===== config.mk =====
export PLATFORM = sky130hd
export DESIGN_NAME = lut_logic_block
export DESIGN_NICKNAME = d
export VERILOG_FILES = /design/src/rtl/lutblk_pkg.sv /design/src/rtl/lutblk_cfg_chain.sv /design/src/rtl/lutblk_lut.sv /design/src/rtl/lutblk_regs.sv /design/src/rtl/lut_logic_block.sv
export SDC_FILE = /design/constraint.sdc
export NUM_CORES = 1
export LEC_CHECK = 0
export ABC_AREA = 1
export BUFFER_PORTS_ARGS = -buffer_cell sky130_fd_sc_hd__buf_2
export CAP_MARGIN = 20
export CELL_PAD_IN_SITES_DETAIL_PLACEMENT = 0
export CELL_PAD_IN_SITES_GLOBAL_PLACEMENT = 1
export CORE_MARGIN = 4
export CORE_UTILIZATION = 48
export DETAILED_ROUTE_END_ITERATION = 6
export GPL_TIMING_DRIVEN = 0
export HOLD_SLACK_MARGIN = 0.1
export PLACE_DENSITY_LB_ADDON = 0.25
export SYNTH_ARGS = -nofsm -noshare
export SYNTH_HDL_FRONTEND = slang
export SYNTH_SLANG_ARGS = --single-unit

===== constraint.sdc =====
create_clock -name clk -period 5.2 [get_ports clk]
set_clock_uncertainty 0.2 [all_clocks]
set_input_delay 1.04 -clock clk [delete_from_list [all_inputs] [get_ports clk]]
set_output_delay 1.04 -clock clk [all_outputs]
set_load 0.005 [all_outputs]

===== src/rtl/lutblk_pkg.sv =====
package lutblk_pkg;
  localparam int LUT_AW   = 5;
  localparam int LUT_N    = 1 << LUT_AW;
  localparam int HALF_AW  = LUT_AW - 1;
  localparam int N_IN     = 5;
  localparam int N_VAR    = N_IN + 2;
  localparam int SRC_W    = $clog2(N_VAR + 1);
  localparam int FIXED_IN = 2;

  typedef enum logic [1:0] {
    MODE_ONE   = 2'b00,
    MODE_SPLIT = 2'b01,
    MODE_MERGE = 2'b10,
    MODE_ALT   = 2'b11
  } mode_e;

  typedef enum logic [1:0] {
    D_FROM_F = 2'b00,
    D_FROM_G = 2'b01,
    D_PIN    = 2'b10,
    D_PIN_B  = 2'b11
  } dsel_e;

  typedef struct packed {
    logic [LUT_N-1:0]                  table_bits;
    mode_e                             mode;
    logic [HALF_AW-1:0][SRC_W-1:0]     src_f;
    logic [HALF_AW-1:0][SRC_W-1:0]     src_g;
    logic [SRC_W-1:0]                  src_m;
    dsel_e                             d_x;
    dsel_e                             d_y;
    logic                              x_reg;
    logic                              y_reg;
  } cfg_t;

  localparam int CFG_W = $bits(cfg_t);
endpackage


===== src/rtl/lutblk_cfg_chain.sv =====
module lutblk_cfg_chain #(
  parameter int W = 67
) (
  input  logic         clk,
  input  logic         rst,
  input  logic         shift_en,
  input  logic         sin,
  output logic [W-1:0] q
);
  always_ff @(posedge clk) begin
    if (rst)           q <= '0;
    else if (shift_en) q <= {q[W-2:0], sin};
  end


  shift_in_chk: assert property (@(posedge clk) disable iff (rst)
    shift_en |=> q[0] == $past(sin));

  idle_hold_chk: assert property (@(posedge clk) disable iff (rst)
    !shift_en |=> $stable(q));
endmodule


===== src/rtl/lutblk_lut.sv =====
module lutblk_lut
  import lutblk_pkg::*;
(
  input  logic            clk,
  input  logic            rst,
  input  cfg_t            cfg,
  input  logic [N_IN-1:0] vin,
  input  logic            qx,
  input  logic            qy,
  output logic            f,
  output logic            g
);
  logic [N_VAR-1:0]   vars;
  logic [HALF_AW-1:0] fa, ga;
  logic               sv, split, lo, hi, full;

  function automatic logic pick(input logic [SRC_W-1:0] code,
                                input logic [N_VAR-1:0] v,
                                input logic restr);
    if (int'(code) >= N_VAR)               return 1'b0;
    else if (restr && int'(code) >= N_IN)  return 1'b0;
    else                                   return v[code];
  endfunction

  assign vars  = {qy, qx, vin};
  assign split = (cfg.mode == MODE_SPLIT) || (cfg.mode == MODE_MERGE);

  for (genvar i = 0; i < HALF_AW; i++) begin : g_addr
    localparam bit RESTR = (i < FIXED_IN);
    assign fa[i] = pick(cfg.src_f[i], vars, split && RESTR);
    assign ga[i] = pick(cfg.src_g[i], vars, split && RESTR);
  end

  assign sv   = pick(cfg.src_m, vars, 1'b0);
  assign lo   = cfg.table_bits[{1'b0, fa}];
  assign hi   = cfg.table_bits[{1'b1, ga}];
  assign full = cfg.table_bits[{sv, fa}];

  always_comb begin
    unique case (cfg.mode)
      MODE_SPLIT: begin f = lo; g = hi; end
      MODE_MERGE: begin f = sv ? hi : lo; g = f; end
      default:    begin f = full; g = full; end
    endcase
  end


  joined_same_chk: assert property (@(posedge clk) disable iff (rst)
    (cfg.mode != MODE_SPLIT) |-> (f == g));
endmodule


===== src/rtl/lutblk_regs.sv =====
module lutblk_regs
  import lutblk_pkg::*;
(
  input  logic  clk,
  input  logic  rst,
  input  logic  clr,
  input  logic  hold,
  input  logic  ce,
  input  logic  f,
  input  logic  g,
  input  logic  dpin,
  input  dsel_e sel_x,
  input  dsel_e sel_y,
  output logic  qx,
  output logic  qy
);
  logic dx, dy;

  function automatic logic dmux(input dsel_e s, input logic fv,
                                input logic gv, input logic pv);
    case (s)
      D_FROM_F: return fv;
      D_FROM_G: return gv;
      default:  return pv;
    endcase
  endfunction

  assign dx = dmux(sel_x, f, g, dpin);
  assign dy = dmux(sel_y, f, g, dpin);

  always_ff @(posedge clk or posedge clr) begin
    if (clr) begin
      qx <= 1'b0;
      qy <= 1'b0;
    end else if (rst) begin
      qx <= 1'b0;
      qy <= 1'b0;
    end else if (ce && !hold) begin
      qx <= dx;
      qy <= dy;
    end
  end


  d_load_chk: assert property (@(posedge clk) disable iff (rst || clr)
    (ce && !hold) |=> (qx == $past(dx)) && (qy == $past(dy)));

  cfg_hold_chk: assert property (@(posedge clk) disable iff (rst || clr)
    hold |=> $stable(qx) && $stable(qy));

  clr_zero_chk: assert property (@(posedge clk) disable iff (rst)
    clr |-> (!qx && !qy));
endmodule


===== src/rtl/lut_logic_block.sv =====
module lut_logic_block
  import lutblk_pkg::*;
(
  input  logic            clk,
  input  logic            rst,
  input  logic            clr,
  input  logic            cfg_en,
  input  logic            cfg_din,
  input  logic            ce,
  input  logic [N_IN-1:0] vin,
  input  logic            dpin,
  output logic            x_out,
  output logic            y_out
);
  logic [CFG_W-1:0] cfg_q;
  cfg_t             cfg;
  logic             f, g, qx, qy;

  lutblk_cfg_chain #(.W(CFG_W)) u_chain (
    .clk(clk), .rst(rst), .shift_en(cfg_en), .sin(cfg_din), .q(cfg_q)
  );

  assign cfg = cfg_t'(cfg_q);

  lutblk_lut u_lut (
    .clk(clk), .rst(rst), .cfg(cfg), .vin(vin),
    .qx(qx), .qy(qy), .f(f), .g(g)
  );

  lutblk_regs u_regs (
    .clk(clk), .rst(rst), .clr(clr), .hold(cfg_en), .ce(ce),
    .f(f), .g(g), .dpin(dpin), .sel_x(cfg.d_x), .sel_y(cfg.d_y),
    .qx(qx), .qy(qy)
  );

  assign x_out = cfg.x_reg ? qx : f;
  assign y_out = cfg.y_reg ? qy : g;


  out_reg_chk: assert property (@(posedge clk) disable iff (rst || clr)
    cfg.x_reg |-> (x_out == qx));
endmodule


==> summary.md, run 1 <==
| Metric | Value |
|---|---|
| Status | `complete, no violations` |
| Max Cap Viol | `0` |
| Flop pwr share | `0.453` |
| Vias/cell | `5.59` |
| Syn avg cell area | `6.66 um2` |
| Drt drc | `0` |
| Pwr Density | `roughly 300 mW/mm2` |
| Clock power frac | `0.332` |
| Max FO, Critical Path | `10` |
| Routed len/inst | `15.7 um` |
| Largest net degree at the start of global routing | `11` |
| Fmax achieved | `230 MHz` |
| I/O Buffers | `11` |
| Post_cts resized | `0` |
| Total wire length | `approximately 11000 um` |
| Comb pwr share | `0.215` |
| Peak supply drop | `0.184 mV` |
| # setup viols final | `0` |
| Worst slew margin | `0.548` |
| Synth cell types | `26` |
| Biggest area consumer among synthesized cells | `dfxtp_1` |
| Final Wtd Congestion | `0.891` |
| Longest Clk Path Bufs | `2` |
| # clock sinks | `69` |
| Clk slew on worst S/H paths | `~0.070 ns` |
| Post-route antenna net violation count | `0` |
| Via count | `between 3000 and 4000` |
| Ys flop type | `dfxtp_1` |
| Int Pwr | `~0.85 mW` |
| Cell count after synthesis | `569` |
| Number of synthesized flops with an enable pin | `0` |
| Synth Net Count | `583` |
| Fin. max-slew vios | `0` |
| CTS root buf | `clkbuf_8` |
| Number of iterations in the first detailed-routing pass | `7` |
| Initial Util | `0.493` |
| RSZ-0062 raised after global routing | `false` |
| Synth top area cells | `dfxtp_1 (35%), nand2_1 (15%), nand3_1 (8.8%)` |
| Type of origin of the critical path | `flop` |
| Post-place instance area | `0.00397 mm2` |
| Initial antenna violation count | `0` |
| Area growth syn-to-layout | `9.50%` |
| Setup TNS | `0 ns` |
| Top-Level Pins | `14` |
| Worst slew pin tran | `0.678 ns` |
| Skew-Pair Late Insertion Delay | `about 0.36 ns` |
| Fin crit share | `0.836` |
| Minimum clock period | `4.35 ns` |
| HP Class | `reg2reg` |
| Required time worst endpoint | `around 4.0 ns` |
| Post-Syn Area | `0.00379 mm2` |
| Cell Rows | `32` |
| Endpoint class of the critical path | `output pin` |
| Total CTS buffers | `9` |
| DR iter-0 viols | `about 320` |
| Die X-Extent | `about 97 um` |
| Crit path DAT | `slightly above 3 ns` |
| Most instantiated cells after synthesis | `nand2_1 (154), dfxtp_1 (67), nand3_1 (67)` |
| Asr flop ratio synth | `0.0290` |
| Share of cells above drive strength 1 | `0.0941` |
| Yosys warning count | `0` |
| Final hold vios | `0` |
| Post-CTS Setup Inserts | `0` |
| Grt total ovfl | `0` |
| CTS tree | `done` |
| Post-synth top area share | `0.354` |
| Cts hold-fix bufs | `0` |
| Diode count | `0` |
| Register area share after synthesis | `0.367` |
| Most frequent cell after synthesis | `nand2_1` |
| Net Switching | `~0.41 mW` |
| Die area | `~0.0094 mm2` |
| Vias in the first global route | `3525` |
| Core area | `0.00769 mm2` |
| Leak Pwr | `1.63 nW` |
| DIE HEIGHT | `96.9 um` |
| Crit path kind | `reg2out` |
| H-tree depth | `3` |
| Gr usage total | `0.240` |
| Sw Share | `0.325` |
| Final instance area | `0.00415 mm2` |
| HPWL after DPL | `7760 um` |
| Seq cells post-synth | `69` |
| NumNets Final | `between 600 and 700` |
| First-pass GRT wire length | `roughly 18000 um` |
==> metrics by stage <==
| step | power [mW] | utilization | hold WS (ns) | cells | setup WS, ns |
|---|---|---|---|---|---|
| after detailed placement | 0.851 | 0.517 | 0.272 | 682 | 0.948 |
| after CTS | 1.26 | 0.540 | 0.282 | 697 | 0.864 |
| after floorplan | 0.775 | - | 0.249 | 569 | 1.54 |
| after global routing | 1.33 | 0.540 | 0.293 | 697 | 0.505 |
| final | 1.26 | 0.540 | 0.282 | 697 | 0.855 |
| after global placement | 0.848 | 0.517 | 0.267 | 682 | 0.971 |
==> power groups by stage <==
stage | Clock (mW) | Combinational [mW] | Sequential [mW]
after detailed placement | 0 | 0.269 | 0.583
after global placement | 0 | 0.267 | 0.582
final | 0.419 | 0.272 | 0.571
after CTS | 0.420 | 0.270 | 0.571
after global routing | 0.449 | 0.306 | 0.574
after floorplan | 0 | 0.198 | 0.577
==> registers in the layout (all words and copies together) (netlist names) <==
signal	flops
u_chain.q	67
u_regs.qx	1
u_regs.qy	1
==> metal layers <==
metal  vias up  GRT usage  share of wire
met5         -          0              0
met4         0     0.0799          0.019
met3        18     0.0454          0.054
met2       122      0.360           0.44
met1      1812      0.344           0.49
li1       1945          -              -
==> layout make-up <==
cell class | count | area (um2)
clock buffers | 14 | 173
flip-flops and latches | 69 | 1390
repair buffers | 11 | 55.1
fillers | 794 | 3540
clock inverters | 1 | 5.00
well taps | 102 | 128
plain buffers | 34 | 168
inverters | 51 | 196
multi-input cells | 415 | 2040
==> placed cells by master (no fill, tap or decap) <==
master,count
ha_1,2
nand3_1,67
a211oi_1,40
clkinv_1,2
buf_1,3
clkbuf_1,25
inv_4,2
dfxtp_1,67
clkinv_2,1
inv_2,6
inv_1,41
a21oi_1,45
o211ai_1,11
o31ai_1,1
buf_6,4
buf_2,13
nand2_1,154
dfrtp_1,2
o311ai_0,3
o21ai_1,5
clkbuf_8,12
nand2_2,10
nand3_2,5
nand3b_1,5
o211ai_2,1
o21ai_0,16
nor2_1,50
buf_4,2
==> worst max-delay path: stages, from the launching register on <==
cell	delay (ns)
dfxtp_1	0.34
inv_1	0.07
ha_1	0.39
nand2_1	0.24
nand2_1	0.12
nand3_1	0.10
nand3_2	0.09
nand2_2	0.18
buf_6	0.16
o21ai_0	0.08
o211ai_1	0.20
nand3_1	0.09
nand2_1	0.09
nand2_1	0.06
nand2_1	0.07
nand2_2	0.06
nand2_2	0.11
nor2_1	0.05
a21oi_1	0.12
buf_2	0.13
==> final timing paths <==
check	end	cells after the start	slack [ns]	start
max in group asynchronous	u_regs.qx	2	4.38	clr
min reg2reg	u_chain.q[43]	2	0.28	u_chain.q[43]
max	x_out	19	0.85	u_chain.q[33]
max reg2reg	u_regs.qy	20	2.21	u_chain.q[33]
min	u_chain.q[43]	2	0.28	u_chain.q[43]
min in group asynchronous	u_regs.qy	2	0.32	clr
==> kinds of logic after synthesis <==
logic type	share of synthesized area
adder cells (fa/ha/maj)	0.00660
flip-flops	0.367
buffers and inverters	0.0960
AND/OR/NAND/NOR	0.330
AO/OA/AOI/OAI	0.200
No activity file was read; power rests on OpenSTA's default activity.
==> run 2: changes to the inputs <==
ABC_AREA = 0   (was 1)
clock period = 4.5 ns   (was 5.2 ns; I/O delays follow)
==> run 2 against run 1 <==
Global-route usage fell by 3.6 points. Critical path depth shrank 7. Non-clock buffer count is 10 higher. Worst hold slack worse by 0.085 ns. Final cell count is 15% lower. Area after synthesis is 8.7% higher. Design area increased by 13%. Critical endpoint unchanged.
==> summary.md, run 2 <==
| Metric | Value |
|---|---|
| Leak Pwr | `1.86 nW (+14%)` |
| Minimum clock period | `4.46 ns` |
| Cell Rows | `33 (+3.1%)` |
| Synth Net Count | `468 (-20%)` |
| DR iter-0 viols | `180 (-44%)` |
| Die area | `0.0101 mm2 (+8.0%)` |
| Max FO, Critical Path | `10 (unchanged)` |
| Routed len/inst | `16.5 um (+5.2%)` |
| Final hold vios | `0 (unchanged)` |
| Total CTS buffers | `9 (unchanged)` |
| XOR/XNOR Fraction of Synth Area | `0 (unchanged)` |
| Top sig layer | `met4` |
| Status | `complete, no violations` |
| Place WS | `-0.0889 ns (-1.04 ns)` |
| Max Cap Viol | `0 (unchanged)` |
| Clk slew on worst S/H paths | `0.08 ns (about the same)` |
| Asr flop ratio synth | `0.0290 (unchanged)` |
| Endpoint class of the critical path | `output pin` |
| Biggest area consumer among synthesized cells | `dfxtp_1` |
| Overall power | `1.31 mW (+3.6%)` |
| Seq cells post-synth | `69 (unchanged)` |
| Met2 wire length | `4620 um (-4.2%)` |
| Most common cell after layout, fill and taps aside | `mux2i_1` |
| Pwr Density | `278 mW/mm2 (-8.6%)` |
| Most frequent cells in the layout | `mux2i_1 (97), nor2_1 (76), dfxtp_1 (65)` |
| Multiplexer share of the synthesized area | `0.283 (+0.283)` |
| Die X-Extent | `101 um (+3.9%)` |
| Vias/cell | `5.78 (+3.3%)` |
| Core area | `0.00830 mm2 (+8.0%)` |
| First-pass GRT wire length | `16400 um (-9.5%)` |
| Number of synthesized flops with an enable pin | `0 (unchanged)` |
| HPWL after DPL | `7010 um (-9.7%)` |
| Skew-Pair Late Insertion Delay | `0.35 ns (about the same)` |
| Cell count after synthesis | `454 (-20%)` |
| Post-place instance area | `0.00429 mm2 (+8.0%)` |
| HP Class | `in2async` |
| Top-Level Pins | `14 (unchanged)` |
| Largest net degree at the start of global routing | `13 (+2)` |
| DIE HEIGHT | `101 um (+3.9%)` |
| # setup viols final | `0 (unchanged)` |
| Share of cells above drive strength 1 | `0.167 (+0.0732)` |
| H-tree depth | `3 (unchanged)` |
| Worst reg2reg path depth | `14 (-30%)` |
| Vias in the first global route | `3347 (-5.0%)` |
| NumNets Final | `499 (-18%)` |
| FF-to-FF Start | `u_chain.q[33]` |
| Yosys warning count | `0 (unchanged)` |
| Register area share after synthesis | `0.338 (-0.0294)` |
| Compound-Gate Fraction of Synth Area | `0.129 (-0.0716)` |
| Crit path kind | `in2out` |
| Initial antenna violation count | `0 (unchanged)` |
| Gr usage total | `0.204 (-0.0359)` |
| Fmax achieved | `224 MHz` |
| Metal3 WL | `441 um (-25%)` |
| Initial Util | `0.497 (+0.00344)` |
| Syn avg cell area | `9.08 um2 (+36%)` |
| Crit path DAT | `3.36 ns (+0.25 ns)` |
| Number of flip-flops under the largest register name | `67 (unchanged)` |
| Most frequent CP cell | `buf_2` |
| # clock sinks | `69 (unchanged)` |
| WL met1 | `4660 um (-13%)` |
| Top Registers | `u_chain.q (67), u_regs.qx (1), u_regs.qy (1)` |
| Synth top area cells | `dfxtp_1 (33%), mux2i_1 (24%), nor2_1 (6.9%)` |
| Slowest-stage cell, CP | `o32a_1` |
| CP startpoint | `vin[1]` |
| Grt total ovfl | `0 (unchanged)` |
| Final setup margin | `0.0440 ns (-0.811 ns)` |
| Largest family of logic cells by synthesized area | `multiplexers` |
| R2R setup slack | `1.09 ns (-1.12 ns)` |
| Cts hold-fix bufs | `0 (unchanged)` |
| Post-synth top area share | `0.325 (-0.0284)` |
| Simple logic cell fraction of the synthesized area | `0.197 (-0.133)` |
| I/O Buffers | `8 (-3)` |
| Crit-path cells | `buf_2 -> nand2b_1 -> a21o_1 -> buf_2 -> and3_1 -> nor2_4 -> mux2i_1 -> nor3b_1 -> o32a_1 -> o31ai_4 -> o31ai_1 -> buf_2` |
| End of the worst register-to-register path | `u_regs.qx` |
| Worst slew margin | `0.494 (-0.0543)` |
| CP peak stage delay | `0.38 ns (about the same)` |
| Worst slew pin tran | `0.760 ns (+0.0814 ns)` |
| Final Wtd Congestion | `0.795 (-11%)` |
| Peak supply drop | `0.176 mV (-4.2%)` |
| Diode count | `0 (unchanged)` |
| Longest Clk Path Bufs | `2 (unchanged)` |
| Type of origin of the critical path | `input port` |
| Post-Synth Adder-Cell Area | `0.00607 (-0.000529)` |
| Final instance area | `0.00471 mm2 (+13%)` |
| Synth cell types | `56 (+120%)` |
| Ys flop type | `dfxtp_1` |
| Total wire length | `9840 um (-10%)` |
| Most instantiated cells after synthesis | `mux2i_1 (97), nor2_1 (76), dfxtp_1 (67)` |
| CTS root buf | `clkbuf_8` |
| Post-Syn Area | `0.00412 mm2 (+8.7%)` |
| Top reg by flops | `u_chain.q` |
| Area growth syn-to-layout | `14.2%` |
| Via count | `3438 (-12%)` |
| Most frequent cell after synthesis | `mux2i_1` |
| RSZ-0062 raised after global routing | `true` |
| Drt drc | `0 (unchanged)` |
| Number of iterations in the first detailed-routing pass | `5 (-2)` |
| Fin. max-slew vios | `0 (unchanged)` |
| Fin crit share | `0.990` |
| Post-route antenna net violation count | `0 (unchanged)` |
| Required time worst endpoint | `3.40 ns (-0.56 ns)` |
| CTS tree | `done` |
[run 2: changes by cell type in the layout (fill, tap and decap cells not counted), moves of 7 or more]
cell and delta:
a211oi_1 -37, a21oi_1 -36, buf_4 +10, clkbuf_1 -8, inv_1 -33, mux2i_1 +97, nand2_1 -135, nand2_2 -10
nand2b_1 +22, nand3_1 -55, nor2_1 +26, nor2b_1 +7, o211ai_1 -8, o21ai_0 -10
[run 2: worst max-delay path by stage]
stage,to,slack (ns),cells after the start
3_3_place_gp,y_out,-0.06,11
3_5_place_dp,x_out,-0.09,11
6_report,x_out,0.04,12
4_1_cts,x_out,-0.05,15
5_1_grt,x_out,-0.09,13
2_1_floorplan,x_out,0.48,10
[run 2: metrics by stage]
| stage | util | TNS (ns) | hold WS [ns] | std cells |
|---|---|---|---|---|
| after global routing | 0.567 | -0.153 | 0.193 | 595 |
| after detailed placement | 0.517 | -0.166 | 0.334 | 567 |
| final | 0.567 | 0 | 0.198 | 595 |
| after CTS | 0.561 | -0.0843 | 0.189 | 591 |
| after global placement | 0.517 | -0.118 | 0.317 | 567 |
| after floorplan | - | 0 | 0.275 | 454 |
[run 2: cell families (layout without fill, tap and decap cells)]
logic type,Yosys count,count (layout)
flops,69,69
buf+inv,44,80
mux,107,107
fa+ha+maj,2,2
simple gates,164,164
compound gates,68,68
[run 2: worst max-delay path: cells and delay by family]
family / cells / cell delay, ns
buf+inv: 3 / 0.52
simple gates: 4 / 0.65
mux: 1 / 0.27
compound gates: 4 / 1.02
[run 2: what timing repair did]
| item | CTS | global route |
|---|---|---|
| pin swaps | 18 | 9 |
| gates resized for setup | 13 | 8 |
| setup endpoints to repair | 2 | 2 |
| setup buffers | 7 | 6 |
| gates cloned | 1 | 0 |
[run 2: area by class of cell]
type                    count  area [um2]
clock inverters             6        86.3
multi-input cells         341        2610
repair buffers             21         154
well taps                 105         131
fillers                   784        3590
plain buffers              34         155
flip-flops and latches     69        1400
clock buffers              10         138
inverters                   9        36.3
[run 2: metal layers]
layer | vias to the layer above | GRT usage
li1 | 1698 | -
met1 | 1654 | 0.273
met2 | 78 | 0.330
met3 | 8 | 0.0422
met4 | 0 | 0.0611
met5 | - | 0
[run 2: power by group]
group / switching (mW) / internal [mW] / total [mW]
sequential: 0.00140 / 0.611 / 0.612
combinational: 0.0715 / 0.0505 / 0.122
clock: 0.247 / 0.326 / 0.573
